<file path="src/rtl/b1_pkg.sv">
package b1_pkg;
    typedef logic [7:0] byte_t;

    // B1 sits in the second row, first column of a frame.
    localparam int B1_ROW = 1;
    localparam int B1_COL = 0;

    typedef struct packed {
        byte_t acc;
        byte_t prev;
        logic  started;
        logic  prev_ok;
    } bip_st_t;

    typedef struct packed {
        logic flag;
    } chk_st_t;

    typedef struct packed {
        byte_t data;
        logic  vld;
    } tx_st_t;
endpackage

</file>
<file path="src/rtl/b1_pos_dec.sv">
module b1_pos_dec #(
    parameter int ROWS = 9,
    parameter int COLS = 1080,
    localparam int RW = (ROWS > 1) ? $clog2(ROWS) : 1,
    localparam int CW = (COLS > 1) ? $clog2(COLS) : 1
) (
    input  logic          vld,
    input  logic [RW-1:0] row,
    input  logic [CW-1:0] col,
    output logic          sof,
    output logic          at_b1
);
    import b1_pkg::*;
    localparam logic [RW-1:0] B1R = RW'(B1_ROW);
    localparam logic [CW-1:0] B1C = CW'(B1_COL);

    always_comb begin
        sof   = vld && (row == '0) && (col == '0);
        at_b1 = vld && (row == B1R) && (col == B1C);
    end
endmodule

</file>
<file path="src/rtl/b1_bip_acc.sv">
module b1_bip_acc (
    input  logic         clk,
    input  logic         rst_n,
    input  logic         clr,
    input  logic         vld,
    input  logic         sof,
    input  b1_pkg::byte_t data,
    output b1_pkg::byte_t prev,
    output logic         prev_ok
);
    import b1_pkg::*;
    bip_st_t st_d, st_q;

    always_comb begin
        st_d = st_q;
        if (clr) begin
            st_d.acc     = '0;
            st_d.started = 1'b0;
            st_d.prev_ok = 1'b0;
        end else if (vld) begin
            if (sof) begin
                st_d.acc     = data;
                st_d.started = 1'b1;
                if (st_q.started) begin
                    st_d.prev    = st_q.acc;
                    st_d.prev_ok = 1'b1;
                end
            end else begin
                st_d.acc = st_q.acc ^ data;
            end
        end
    end

    always_ff @(posedge clk) begin
        if (!rst_n) st_q <= '0;
        else        st_q <= st_d;
    end

    assign prev    = st_q.prev;
    assign prev_ok = st_q.prev_ok;

    p_clr_drops_prev_r6: assert property (@(posedge clk) disable iff (!rst_n)
        clr |=> !prev_ok);
    p_second_sof_arms_r1: assert property (@(posedge clk) disable iff (!rst_n)
        (!clr && vld && sof && st_q.started) |=> prev_ok);
    p_idle_holds_prev_r10: assert property (@(posedge clk) disable iff (!rst_n)
        (!clr && !vld) |=> $stable(prev) && $stable(prev_ok));
endmodule

</file>
<file path="src/rtl/b1_rx_check.sv">
module b1_rx_check (
    input  logic          clk,
    input  logic          rst_n,
    input  logic          en,
    input  logic          hit_b1,
    input  b1_pkg::byte_t data,
    input  b1_pkg::byte_t prev,
    input  logic          prev_ok,
    input  logic          rd,
    output logic          flag
);
    import b1_pkg::*;
    chk_st_t st_d, st_q;
    logic    mis;

    always_comb begin
        mis  = hit_b1 && en && prev_ok && (data != prev);
        st_d = st_q;
        if (mis)     st_d.flag = 1'b1;
        else if (rd) st_d.flag = 1'b0;
    end

    always_ff @(posedge clk) begin
        if (!rst_n) st_q <= '0;
        else        st_q <= st_d;
    end

    assign flag = st_q.flag;

    p_mismatch_sets_r2: assert property (@(posedge clk) disable iff (!rst_n)
        mis |=> flag);
    p_read_clears_r3: assert property (@(posedge clk) disable iff (!rst_n)
        (rd && !mis) |=> !flag);
    p_sticky_r3: assert property (@(posedge clk) disable iff (!rst_n)
        (flag && !rd) |=> flag);
    p_error_beats_read_r4: assert property (@(posedge clk) disable iff (!rst_n)
        (mis && rd) |=> flag);
    p_off_no_set_r8: assert property (@(posedge clk) disable iff (!rst_n)
        (!en && !flag) |=> !flag);
endmodule

</file>
<file path="src/rtl/b1_tx_insert.sv">
module b1_tx_insert (
    input  logic          clk,
    input  logic          rst_n,
    input  logic          en,
    input  logic          vld,
    input  logic          hit_b1,
    input  b1_pkg::byte_t data_in,
    input  b1_pkg::byte_t prev,
    input  logic          prev_ok,
    output b1_pkg::byte_t data_d,
    output b1_pkg::byte_t data_q,
    output logic          vld_q
);
    import b1_pkg::*;
    tx_st_t st_d, st_q;
    logic   ins;

    always_comb begin
        ins       = hit_b1 && en && prev_ok;
        st_d.data = ins ? prev : data_in;
        st_d.vld  = vld;
    end

    always_ff @(posedge clk) begin
        if (!rst_n) st_q <= '0;
        else        st_q <= st_d;
    end

    assign data_d = st_d.data;
    assign data_q = st_q.data;
    assign vld_q  = st_q.vld;

    p_plain_bytes_pass_r7: assert property (@(posedge clk) disable iff (!rst_n)
        (vld && !hit_b1) |=> (data_q == $past(data_in)) && vld_q);
    p_disabled_passes_r8: assert property (@(posedge clk) disable iff (!rst_n)
        (vld && !en) |=> data_q == $past(data_in));
    p_no_prev_passes_r9: assert property (@(posedge clk) disable iff (!rst_n)
        (vld && !prev_ok) |=> data_q == $past(data_in));
    p_idle_out_r10: assert property (@(posedge clk) disable iff (!rst_n)
        !vld |=> !vld_q);
endmodule

</file>
<file path="src/rtl/b1_parity.sv">
module b1_parity #(
    parameter int ROWS = 9,
    parameter int COLS = 1080,
    localparam int RW = (ROWS > 1) ? $clog2(ROWS) : 1,
    localparam int CW = (COLS > 1) ? $clog2(COLS) : 1
) (
    input  logic          clk,
    input  logic          rst_n,
    input  logic          par_pin,
    input  logic          par_soft,
    input  logic          chan_prov,
    input  logic          stat_rd,
    input  logic          rx_aligned,
    input  logic          rx_vld,
    input  logic [RW-1:0] rx_row,
    input  logic [CW-1:0] rx_col,
    input  logic [7:0]    rx_byte,
    input  logic          tx_vld,
    input  logic [RW-1:0] tx_row,
    input  logic [CW-1:0] tx_col,
    input  logic [7:0]    tx_byte_in,
    output logic [7:0]    tx_byte_out,
    output logic          tx_vld_out,
    output logic          perr,
    output logic          irq_n
);
    import b1_pkg::*;

    logic  par_en;
    logic  rx_in_vld, rx_sof, rx_b1;
    logic  tx_sof, tx_b1;
    byte_t rx_prev, tx_prev, tx_next;
    logic  rx_prev_ok, tx_prev_ok;

    always_comb begin
        par_en    = par_pin | par_soft;
        rx_in_vld = rx_vld && rx_aligned;
        irq_n     = !(perr && chan_prov);
    end

    b1_pos_dec #(.ROWS(ROWS), .COLS(COLS)) u_rx_pos (
        .vld(rx_in_vld), .row(rx_row), .col(rx_col), .sof(rx_sof), .at_b1(rx_b1));

    b1_pos_dec #(.ROWS(ROWS), .COLS(COLS)) u_tx_pos (
        .vld(tx_vld), .row(tx_row), .col(tx_col), .sof(tx_sof), .at_b1(tx_b1));

    b1_bip_acc u_rx_acc (
        .clk(clk), .rst_n(rst_n), .clr(!rx_aligned), .vld(rx_in_vld), .sof(rx_sof),
        .data(rx_byte), .prev(rx_prev), .prev_ok(rx_prev_ok));

    b1_rx_check u_rx_chk (
        .clk(clk), .rst_n(rst_n), .en(par_en), .hit_b1(rx_b1), .data(rx_byte),
        .prev(rx_prev), .prev_ok(rx_prev_ok), .rd(stat_rd), .flag(perr));

    // Transmit parity runs on the bytes as they leave, inserted B1 included.
    b1_tx_insert u_tx_ins (
        .clk(clk), .rst_n(rst_n), .en(par_en), .vld(tx_vld), .hit_b1(tx_b1),
        .data_in(tx_byte_in), .prev(tx_prev), .prev_ok(tx_prev_ok),
        .data_d(tx_next), .data_q(tx_byte_out), .vld_q(tx_vld_out));

    b1_bip_acc u_tx_acc (
        .clk(clk), .rst_n(rst_n), .clr(1'b0), .vld(tx_vld), .sof(tx_sof),
        .data(tx_next), .prev(tx_prev), .prev_ok(tx_prev_ok));

    p_unprov_quiet_r5: assert property (@(posedge clk) disable iff (!rst_n)
        !chan_prov |-> irq_n);
    p_unaligned_no_error_r6: assert property (@(posedge clk) disable iff (!rst_n)
        (!rx_aligned && !perr) |=> !perr);
endmodule

</file>
<file path="config.mk">
export PLATFORM = sky130hd
export DESIGN_NAME = b1_parity
export DESIGN_NICKNAME = d
export VERILOG_FILES = /design/src/rtl/b1_pkg.sv /design/src/rtl/b1_pos_dec.sv /design/src/rtl/b1_bip_acc.sv /design/src/rtl/b1_rx_check.sv /design/src/rtl/b1_tx_insert.sv /design/src/rtl/b1_parity.sv
export SDC_FILE = /design/constraint.sdc
export NUM_CORES = 1
export LEC_CHECK = 0
export BUFFER_PORTS_ARGS = -buffer_cell sky130_fd_sc_hd__buf_2
export CAP_MARGIN = 20
export CORE_ASPECT_RATIO = 0.9
export CORE_MARGIN = 4
export CORE_UTILIZATION = 53
export CTS_BUF_LIST = sky130_fd_sc_hd__clkbuf_2
export CTS_CLUSTER_SIZE = 24
export DETAILED_ROUTE_END_ITERATION = 8
export PLACE_DENSITY = 0.8
export SYNTH_ARGS = -nofsm -noshare
export SYNTH_HDL_FRONTEND = slang
export SYNTH_SLANG_ARGS = --single-unit
</file>
<file path="constraint.sdc">
create_clock -name clk -period 2.4 [get_ports clk]
set_clock_uncertainty 0.2 [all_clocks]
set_input_delay 0.48 -clock clk [delete_from_list [all_inputs] [get_ports clk]]
set_output_delay 0.48 -clock clk [all_outputs]
set_load 0.05 [all_outputs]
</file>
Yosys cells after proc, flatten, opt, wreduce, memory -nomap -nowiden
Index checks and enable logic that the tools add are counted.
Operators by class
  eq/ne operators: 3
  muxes and demuxes: 5
  bitwise gates (word level): 3
  reductions and logical operators: 27
Operators with widths (count)
  $mux 8: 3
  $logic_not 11->1: 2
  $xor 8x8->8: 2
  $logic_and 1x1->1: 15
  $eq 4x1->1 const B: 2
  $logic_not 4->1: 2
  $ne 8x8->1: 1
  $reduce_and 2->1: 3
  $reduce_and 3->1: 2
  $reduce_and 4->1: 1
  $mux 1: 2
  $reduce_bool 2->1: 1
  $logic_not 1->1: 1
  $or 1x1->1: 1
Word-level totals
  bits in registers: 46
  input bits: 55
  output and inout bits: 11
  word-level logic and storage cells: 49

Logic depth before layout (Yosys ltp)
Gate-level depths: netlist of run 1.
  word-level depth: 8
  gate-level depth with buffers: 7
  mapped depth without buffers: 5

Hierarchy
Synthesis of run 1 repeated with hierarchy kept, for this count alone.
Unflattened totals
  cells, all modules: 291
  area total of the unflattened synthesis: 2698.8 um^2
By module, submodules not included
  b1_bip_acc: instances 2, cells each 105, area each 972.2 um^2, sequential area each 360.3 um^2
  b1_tx_insert: instances 1, cells each 47, area each 455.4 um^2, sequential area each 180.2 um^2
  b1_pos_dec: instances 2, cells each 7, area each 75.1 um^2, sequential area each 0.0 um^2
  b1_rx_check: instances 1, cells each 15, area each 125.1 um^2, sequential area each 20.0 um^2
  b1_parity: instances 1, cells each 5, area each 23.8 um^2, sequential area each 0.0 um^2

Least setup slack after synthesis of run 1
No wires, ideal clock.
  path type: input to register
  start point: input port tx_col[8]
  end point: register u_tx_acc.st_q[10] (netlist name)
  library setup time: 0.072 ns
  arrival time: 1.683 ns
  slack: 0.446 ns
  cell stages on the path: 6
  buffers on the path: 1
  path through: nor4_2 and3_2 clkbuf_1 a21oi_1 a21oi_1 mux2i_1
Between the ends
  word-level cells in the longest chain between the ends: 7
  elaborated cells between the ends (all ways): 8
  classes of those cells: 2 x mux; 1 x bitwise; 5 x reduce/logical
RTL lines
  from (decl): line b1_parity.sv:20  | input logic [CW-1:0] tx_col,
  $logic_not 11->1 (*): line b1_pos_dec.sv:18, b1_pos_dec.sv:19
  $logic_and 1x1->1: line b1_pos_dec.sv:19  | at_b1 = vld && (row == B1R) && (col == B1C);
  $logic_and 1x1->1 (2 in a row): line b1_tx_insert.sv:19  | ins = hit_b1 && en && prev_ok;
  $mux 8: line b1_tx_insert.sv:20  | st_d.data = ins ? prev : data_in;
  $xor 8x8->8: line b1_bip_acc.sv:29  | st_d.acc = st_q.acc ^ data;
  $mux 8 (*): line b1_bip_acc.sv:21  | if (sof) begin
  to (signal assigned): line b1_bip_acc.sv:36  | else st_q <= st_d;
  to (decl): line b1_bip_acc.sv:12  | bip_st_t st_d, st_q;
Mark *: on every way between the ends. The rest lies on a longest branch, timed or not.
A chain may end at the register's enable or synchronous reset.

Worst setup path after layout of run 1
  start point: register u_rx_chk.st_q (netlist: u_rx_chk.flag)
  end point: output port irq_n
Between the ends
  word-level cells in the longest chain between the ends: 2
RTL lines
  from (decl): line b1_rx_check.sv:13  | chk_st_t st_d, st_q;
  from (signal assigned): line b1_rx_check.sv:25  | else st_q <= st_d;
  $logic_and 1x1->1: line b1_parity.sv:38  | irq_n = !(perr && chan_prov);
  $logic_not 1->1: line b1_parity.sv:38
  to (decl): line b1_parity.sv:25  | output logic irq_n
No other way between the ends.

==> results.yml, run 1 <==
status:
  status: "completed"
pwr:
  p_leak_nw: 1.23
  switching_power_mw: 0.360
  power_mw: 1.40
  p_int_mw: 1.04
  combPwrFrac_pct: 13.2
  p_sw_share_pct: 25.6
  power_density_mw_per_mm2: 533
  sequentialPowerShare_pct: 57.1
  peakVddDrop_uv: 390
  clockPowerShare_pct: 29.7
sta:
  max_freq_ghz: 0.566
  setup_viol: 0
  layout_setup_ws_ps: 635
  max_slew_margin_pct: 71.5
  drv_slew: 0
  finalCriticalPeriod_ps: 1770
  finalCritPeriodShare_pct: 73.6
  tns_ps: 0
  tightestPinTransition_ps: 424
  rsz0062_at_grt: "false"
  hold_violations: 0
global_route:
  grt_pass1_wl_um: 7490
  grt_antenna_before_repair: 0
  grt_pass1_vias: 1782
  globalRouteTotalUtil_pct: 18.1
  grt-ovfl-total: 0
  grt_max_degree: 18
floorplanning:
  row_count: 21
  floorplan.die.height_um: 69.0
  pin_count: 66
  die_w_um: 75.8
  die-area_mm2: 0.00524
  floorplan.initialDensity_pct: 56.8
  core_region_area_mm2: 0.00386
drt:
  wl_per_cell_um: 12.9
  via_per_inst: 5.26
  drc: 0
  wl_um: 4700
  vias: 1914
  drt_pass1_iterations: 4
  ant_nets: 0
  drtIter0Drc: 123
final_layout:
  nFillCells: 313
  antenna_cells: 0
  layout-drive-gt1-share_pct: 28.3
  fin_util_pct: 68.2
  areaGrowthSynthToFinish_pct: 20.1
  final_nets: 372
  regArea_um2: 921
  multi_input_area_mm2: 0.00121
  final_cells: 364
synth:
  synth_top_area_share_pct: 42.0
  ys.flop_type: "dfxtp_1"
  ys_seq_area_share_pct: 42.0
  yosys-top-cells-count: "51 x nand2_1, 46 x dfxtp_1, 24 x mux2i_1"
  syn-num-nets: 305
  syn-cell-area_mm2: 0.00219
  synth_edf_count: 0
  ys_async_sr_fraction_pct: 0
  yosys_register_bits: 46
  yosysMostFrequentCell: "nand2_1"
  yosysTopAreaCell: "dfxtp_1"
  yosysUniqueCellTypes: 32
  synth_area_leaders: "dfxtp_1 42%, mux2i_1 11%, nand2_1 8.7%"
  syn-instance-count: 250
  avgSynthCellArea_um2: 8.78
  ys_warn_count: 0
setup_path:
  r2r_slack_ps: 830
  crit_path_end_kind: "primary output"
  crit_path_start_kind: "register"
  critPathKind: "reg2out"
  crit_path_end: "irq_n"
  crit-reg2reg-launch: "u_tx_acc.prev_ok"
  cp.required_ps: 1720
  cp_max_fo: 3
  crit_start: "u_rx_chk.flag"
  r2r-end: "u_tx_ins.data_q[5]"
  arrival_ps: 1090
  reg2regPathDepth: 6
clocking:
  postCtsHoldBufs: 0
  ctsRootBufferMaster: "clkbuf_2"
  clkLatencyLatePin_ps: 420
  clockBufferDepth: 2
  htreeDepth: 2
  cts_sinks: 46
  clk_pin_slew_ps: 230
  post_cts_buffers: 0
  cts_made_buffers: 5
  postCtsResizedCells: 0
  cts_tree: "yes"
hold_path:
  hold_path_class: "in2reg"
place:
  place_hpwl_um: 3570
  placedCellCount: 356
  placement.setup.worst_slack_ps: 189
  port_buffers: 65
  place_congestion: 0.788
flow_run:
  maxCapViolCount: 0
sequential cells by signal (all words and copies together), names as in the netlist:
name,flops
u_tx_acc.prev,8
u_tx_acc.st_q,9
u_tx_ins.vld_q,1
u_rx_chk.flag,1
u_rx_acc.prev_ok,1
u_tx_ins.data_q,8
u_rx_acc.st_q,9
u_tx_acc.prev_ok,1
u_rx_acc.prev,8
worst min path at each step:
stage / start / endpoint / slack (ps) / cells after the start
after floorplan: u_rx_acc.prev_ok / u_rx_acc.prev_ok / 230 / 2
after global placement: u_rx_acc.prev_ok / u_rx_acc.prev_ok / 240 / 2
after detailed placement: u_rx_acc.prev_ok / u_rx_acc.prev_ok / 250 / 2
after CTS: tx_byte_in[7] / u_tx_ins.data_q[7] / 80 / 3
after global routing: tx_byte_in[3] / u_tx_ins.data_q[3] / 30 / 3
final: tx_byte_in[7] / u_tx_ins.data_q[7] / 90 / 3
worst max-delay path, stage by stage (launching register included):
cell	delay (ps)
dfxtp_1	370
nand2_1	50
buf_2	250
power by group through the flow:
stage                     Sequential (mW)  Combinational [mW]  Clock (mW)
final                               0.802               0.186       0.417
after floorplan                     0.843              0.0849           0
after global routing                0.805               0.205       0.454
after global placement              0.815               0.182           0
after CTS                           0.802               0.187       0.425
after detailed placement            0.816               0.186           0
metal layers:
layer  up-vias  track usage, %  share of wire (%)
met5         -               0                  0
met4         0            5.24                1.6
met3         7            5.23                7.6
met2        58            28.2                 45
met1       869            23.8                 46
li1        980               -                  -
cells in the final DEF (no fill, tap or decap):
master and n:
a211oi_1 1, a21boi_0 9, a21oi_1 15, a21oi_2 2, and2_1 1, and3_1 1
and3_2 1, and4bb_2 1, buf_2 65, buf_4 6, bufinv_16 1, clkbuf_2 5
clkinv_2 2, dfxtp_1 46, inv_1 3, mux2i_1 24, nand2_1 51, nand2b_1 1
nand3_1 11, nand4_2 1, nand4b_1 3, nor2_1 12, nor2_8 1, nor2b_1 17
nor3_1 1, nor3_4 1, nor3b_2 1, nor4_1 6, nor4_2 2, nor4b_2 1
o21a_1 2, o21ai_0 8, xnor2_1 8, xor2_1 8
cell type report:
type	count	area share, %
Clock buffer	5	0.950
Clock inverter	3	1.52
Inverter	3	0.427
Multi-Input combinational cell	190	45.9
Sequential cell	46	34.9
Tap cell	46	2.18
Timing Repair Buffer	71	14.1
cell families (layout without fill, tap and decap cells):
kind of cell / Yosys count / after routing / synth area share [%]
DFF: 46 / 46 / 42.0
xor gates and xnor gates: 16 / 16 / 6.39
AOI/OAI and AO/OA: 37 / 37 / 10.1
buffers and inverters: 14 / 82 / 2.91
muxes: 24 / 24 / 10.9
and+or+nand+nor: 113 / 113 / 27.7
through the flow:
step	area [µm²]	hold slack, ps
after floorplan	2190	226
after global placement	2570	236
after detailed placement	2570	246
after CTS	2640	77.7
after global routing	2640	33.2
final	2640	86.7
Power figures use the tool's default switching activity.
==> run 2: changes to the inputs <==
==> constraint.sdc (replaced) <==
create_clock -name clk -period 1.65 [get_ports clk]
set_clock_uncertainty 0.2 [all_clocks]
set_input_delay 0.33 -clock clk [delete_from_list [all_inputs] [get_ports clk]]
set_output_delay 0.33 -clock clk [all_outputs]
set_load 0.05 [all_outputs]
==> run 2 against run 1 <==
First-iteration DRC count is 8.1% lower; utilization grew 7.0 points; setup slack lost 630 ps; combinational power rose by 73%; count of clock-buffer cells in the layout unchanged; largest power group unchanged.
==> results.yml, run 2 (synthesized netlist as in run 1, its figures left out) <==
setup_path:
  crit_start: "rx_byte[0]"
  critPathKind: "in2reg"
  crit_path_end: "u_rx_chk.flag"
  crit_path_start_kind: "input port"
  r2r_slack_ps: 110
  r2r-end: "u_tx_acc.st_q[11]"
  cp.required_ps: 1790
  crit-reg2reg-launch: "u_tx_acc.prev_ok"
  cp_max_fo: 2
  arrival_ps: 1790
  reg2regPathDepth: 6
  crit_path_end_kind: "register"
floorplanning:
  pin_count: 66
  die_w_um: 75.8
  die-area_mm2: 0.00524
  core_region_area_mm2: 0.00386
  floorplan.initialDensity_pct: 56.8
  row_count: 21
  floorplan.die.height_um: 69.0
final_layout:
  antenna_cells: 0
  layout_commonest_cell: "buf_2"
  final_nets: 390
  top_regs: "u_rx_acc.st_q x9, u_tx_acc.st_q x9"
  layout-drive-gt1-share_pct: 30.4
  stdcell_area_mm2: 0.00291
  final_cells: 382
  fin_util_pct: 75.3
  most-common-layout-cells: "61 x buf_2, 50 x nand2_1, 44 x dfxtp_1, 24 x mux2i_1, 17 x nor2b_1"
  areaGrowthSynthToFinish_pct: 32.4
sta:
  finalCriticalPeriod_ps: 1650
  hold_violations: 0
  finalCritPeriodShare_pct: 99.8
  tns_ps: 0
  drv_slew: 0
  setup_viol: 0
  max_slew_margin_pct: 74.2
  tightestPinTransition_ps: 384
  max_freq_ghz: 0.607
pwr:
  p_leak_nw: 1.33
  p_sw_share_pct: 26.5
  switching_power_mw: 0.562
  power_density_mw_per_mm2: 729
  power_mw: 2.12
  peakVddDrop_uv: 613
  combPwrFrac_pct: 15.2
  sequentialPowerShare_pct: 55.1
  p_int_mw: 1.56
  clockPowerShare_pct: 29.7
drt:
  wl_um: 5250
  vias: 2023
  drtIter0Drc: 113
  drc: 0
  wl_per_cell_um: 13.7
  highest_layer: "met4"
  routed-wl-met2_um: 2360
  wl_met3_um: 362
  drt-met1-wl_um: 2400
  ant_nets: 0
  via_per_inst: 5.30
  drt_pass1_iterations: 4
global_route:
  grt_pass1_vias: 1868
  globalRouteTotalUtil_pct: 19.1
  grt_antenna_before_repair: 0
  grt_pass1_wl_um: 7960
  grt_max_degree: 45
  grt-ovfl-total: 0
clocking:
  cts_tree: "yes"
  cts_sinks: 46
  clk_pin_slew_ps: 260
  ctsRootBufferMaster: "clkbuf_2"
  htreeDepth: 2
  clkLatencyLatePin_ps: 430
  clockBufferDepth: 2
  cts_made_buffers: 5
place:
  place_congestion: 0.836
  place_hpwl_um: 3560
  postPlaceCellArea_mm2: 0.00267
  port_buffers: 65
  placedCellCount: 360
hold_path:
  hold_path_class: "in2reg"
flow_run:
  maxCapViolCount: 0
status:
  status: "completed"
run 2: metrics by stage:
stage                     setup WS, ps  hold WS (ps)
after floorplan                  -94.3           226
after global placement            -278           234
after detailed placement          -290           237
after CTS                         14.8          5.59
after global routing             -11.5          12.9
final                             3.54          15.1
run 2: timing repair:
action / in CTS / in global routing
endpoints found under the hold margin: 7 / 7
resized for setup: 0 / 11
endpoints found under the setup margin: 0 / 16
setup buffers: 0 / 0
hold buffers: 7 / 7
run 2: worst min path at each step:
stage	from	cells past startpoint	slack (ps)	end
after floorplan	u_rx_acc.prev_ok	2	230	u_rx_acc.prev_ok
after global placement	u_rx_acc.prev_ok	2	230	u_rx_acc.prev_ok
after detailed placement	u_rx_acc.prev_ok	2	240	u_rx_acc.prev_ok
after CTS	tx_byte_in[6]	3	6	u_tx_ins.data_q[6]
after global routing	rx_byte[6]	4	10	u_rx_acc.st_q[16]
final	rx_byte[6]	4	20	u_rx_acc.st_q[16]
run 2: worst max-delay path: stages:
cell,delay [ps]
dlygate4sd3_1,540
buf_2,130
xor2_1,150
nor4_1,320
a211oi_1,130
o21a_1,170
run 2: power by group through the flow:
stage | Combinational, mW | Clock [mW] | Sequential [mW]
2_1_floorplan | 0.127 | 0 | 1.23
4_1_cts | 0.305 | 0.638 | 1.17
5_1_grt | 0.352 | 0.696 | 1.17
6_report | 0.321 | 0.630 | 1.17
3_3_place_gp | 0.286 | 0 | 1.19
3_5_place_dp | 0.291 | 0 | 1.19
run 2: layout make-up:
cell class,count,area [µm²]
clock buffer,5,25.0
clock inverter,3,45.0
fill,309,956
inverter,3,11.3
multi-input combinational,190,1270
sequential,46,923
tap,46,57.6
timing repair buffer,89,576
run 2: per-layer routing:
layer / track usage, % / vias up
met4: 6.60 / 0
met2: 30.0 / 59
met1: 25.3 / 932
li1: - / 1018
met3: 4.36 / 14
met5: 0 / -
==> run 3: changes to the inputs <==
--- a/config.mk
+++ b/config.mk
@@ -14,6 +14,7 @@
 export CTS_CLUSTER_SIZE = 24
 export DETAILED_ROUTE_END_ITERATION = 8
 export PLACE_DENSITY = 0.8
+export RECOVER_POWER = 50
 export SYNTH_ARGS = -nofsm -noshare
 export SYNTH_HDL_FRONTEND = slang
 export SYNTH_SLANG_ARGS = --single-unit
==> run 3 against run 2 <==
Non-clock buffer count unchanged; first-iteration DRC count grew 2.7%; combinational power is 2% lower; highest routed layer unchanged; sequential power barely moved; cell area down 0.95%; largest power group unchanged; clock power is essentially flat; utilization fell by 0.71 points; the flow now finishes with violations (setup timing); die area stayed put; cell count unchanged; sequential share of layout area up 0.30 points.
==> results.yml, run 3 (synthesized netlist as in run 1, its figures left out) <==
pwr:
  power_density_mw_per_mm2: 733
  p_leak_nw: 1.31
  peakVddDrop_uv: 612
floorplanning:
  core_region_area_mm2: 0.00386
  row_count: 21
  die_w_um: 75.8
  die-area_mm2: 0.00524
  pin_count: 66
  floorplan.die.height_um: 69.0
  floorplan.initialDensity_pct: 56.8
final_layout:
  antenna_cells: 0
  areaGrowthSynthToFinish_pct: 31.2
  final_cells: 382
  most-common-layout-cells: "60 x buf_2, 50 x nand2_1, 44 x dfxtp_1, 24 x mux2i_1, 17 x nor2b_1"
  nFillCells: 312
  regArea_um2: 923
  final_nets: 390
  stdcell_area_mm2: 0.00288
  layout_commonest_cell: "buf_2"
  layout-drive-gt1-share_pct: 29.8
  top_regs: "u_rx_acc.st_q x9, u_tx_acc.st_q x9"
  fin_util_pct: 74.5
  multi_input_area_mm2: 0.00126
setup_path:
  cp_max_fo: 2
  crit-reg2reg-launch: "u_tx_acc.prev_ok"
  cp_num_buf_inv: 2
  reg2regPathDepth: 6
  arrival_ps: 1790
  crit_path_end_kind: "register"
  max_stage_delay_ps: 540
  slowest_stage: "dlygate4sd3_1"
  crit_path_start_kind: "input port"
  worstPathCellList: "dlygate4sd3_1 -> buf_2 -> xor2_1 -> nor4_1 -> a211oi_1 -> o21a_1"
  cp.required_ps: 1790
  crit_start: "rx_byte[0]"
  crit_family: "buffers and inverters"
  critPathKind: "in2reg"
  worstSetupPathDepth: 6
hold_path:
  hold_path.startpoint: "rx_byte[6]"
  hold_path_class: "in2reg"
  whs_path_depth: 4
sta:
  finalCriticalPeriod_ps: 1650
  finalCritPeriodShare_pct: 100
  drv_slew: 0
  hold_violations: 0
  layout_setup_ws_ps: -0.683
  max_freq_ghz: 0.606
  setup_viol: 1
  worst_hold_slack_ps: 19.3
  tightestPinTransition_ps: 741
  max_slew_margin_pct: 50.6
clocking:
  ctsRootBufferMaster: "clkbuf_2"
  cts_tree: "yes"
  clockBufferDepth: 2
  cts_sinks: 46
  clk_pin_slew_ps: 250
  post_cts_buffers: 0
  cts_made_buffers: 5
  clkLatencyLatePin_ps: 430
  htreeDepth: 2
drt:
  via_per_inst: 5.32
  wl_um: 5230
  drc: 0
  vias: 2034
  ant_nets: 0
  drtIter0Drc: 116
  drt_pass1_iterations: 5
  wl_per_cell_um: 13.7
global_route:
  grt_pass1_wl_um: 7960
  grt_pass1_vias: 1868
  grt-ovfl-total: 0
  grt_antenna_before_repair: 0
  grt_max_degree: 45
  globalRouteTotalUtil_pct: 19.1
place:
  place_hpwl_um: 3560
  placement.setup.worst_slack_ps: -290
  place_congestion: 0.836
  placedCellCount: 360
  port_buffers: 65
  postPlaceCellArea_mm2: 0.00267
status:
  status: "finished, violations left"
  violations: "setup timing"
flow_run:
  maxCapViolCount: 0
[run 3: cell count changes in the layout (fill, tap and decap cells not counted), sizes merged]
cell and change:
buf -4, clkbuf +4
[run 3: final timing paths]
kind                            slack (ps)           endpoint
worst min register to register         260   u_rx_acc.prev_ok
worst max register to register         110  u_tx_acc.st_q[10]
worst max-delay path                  -0.7      u_rx_chk.flag
worst min-delay path                    20  u_rx_acc.st_q[16]
[run 3: layout make-up]
class | count | area share, %
clock buffers | 5 | 0.869
clock inverters | 3 | 1.56
inverters | 3 | 0.391
multi-input cells | 190 | 43.9
flip-flops and latches | 46 | 32.1
well taps | 46 | 2.00
repair buffers | 89 | 19.3
[run 3: worst reg2reg max path, cell delays in order, from the launching register on]
cell and delay (ps):
dfxtp_2 390, nand3_1 110, nor3b_4 180, buf_4 180
a21oi_1 70, a21oi_1 160, mux2i_1 190
[run 3: where the power goes]
part	internal, mW	total, mW	leakage, nW	switching (mW)
clock	0.254	0.627	0.0352	0.373
combinational	0.149	0.316	0.897	0.167
sequential	1.15	1.17	0.376	0.0179
[run 3: routing by layer]
metal  vias to the layer above  GRT usage (%)  routed length (µm)
li1                       1020              -                   -
met1                       931           25.3                2340
met2                        69           30.0                2380
met3                        14           4.36                 379
met4                         0           6.60                 124
met5                         -              0                   0
[run 3: through the flow]
step | power (mW) | TNS (ps)
finish | 2.11 | -0.683
global route | 2.22 | -11.5
CTS | 2.11 | 0
detailed placement | 1.48 | -9270
global placement | 1.47 | -8480
floorplan | 1.35 | -1330
[run 3: what timing repair did]
item | CTS | global route
gates resized for setup | 0 | 11
hold buffers | 7 | 7
setup endpoints to repair | 0 | 16
hold endpoints to repair | 7 | 7
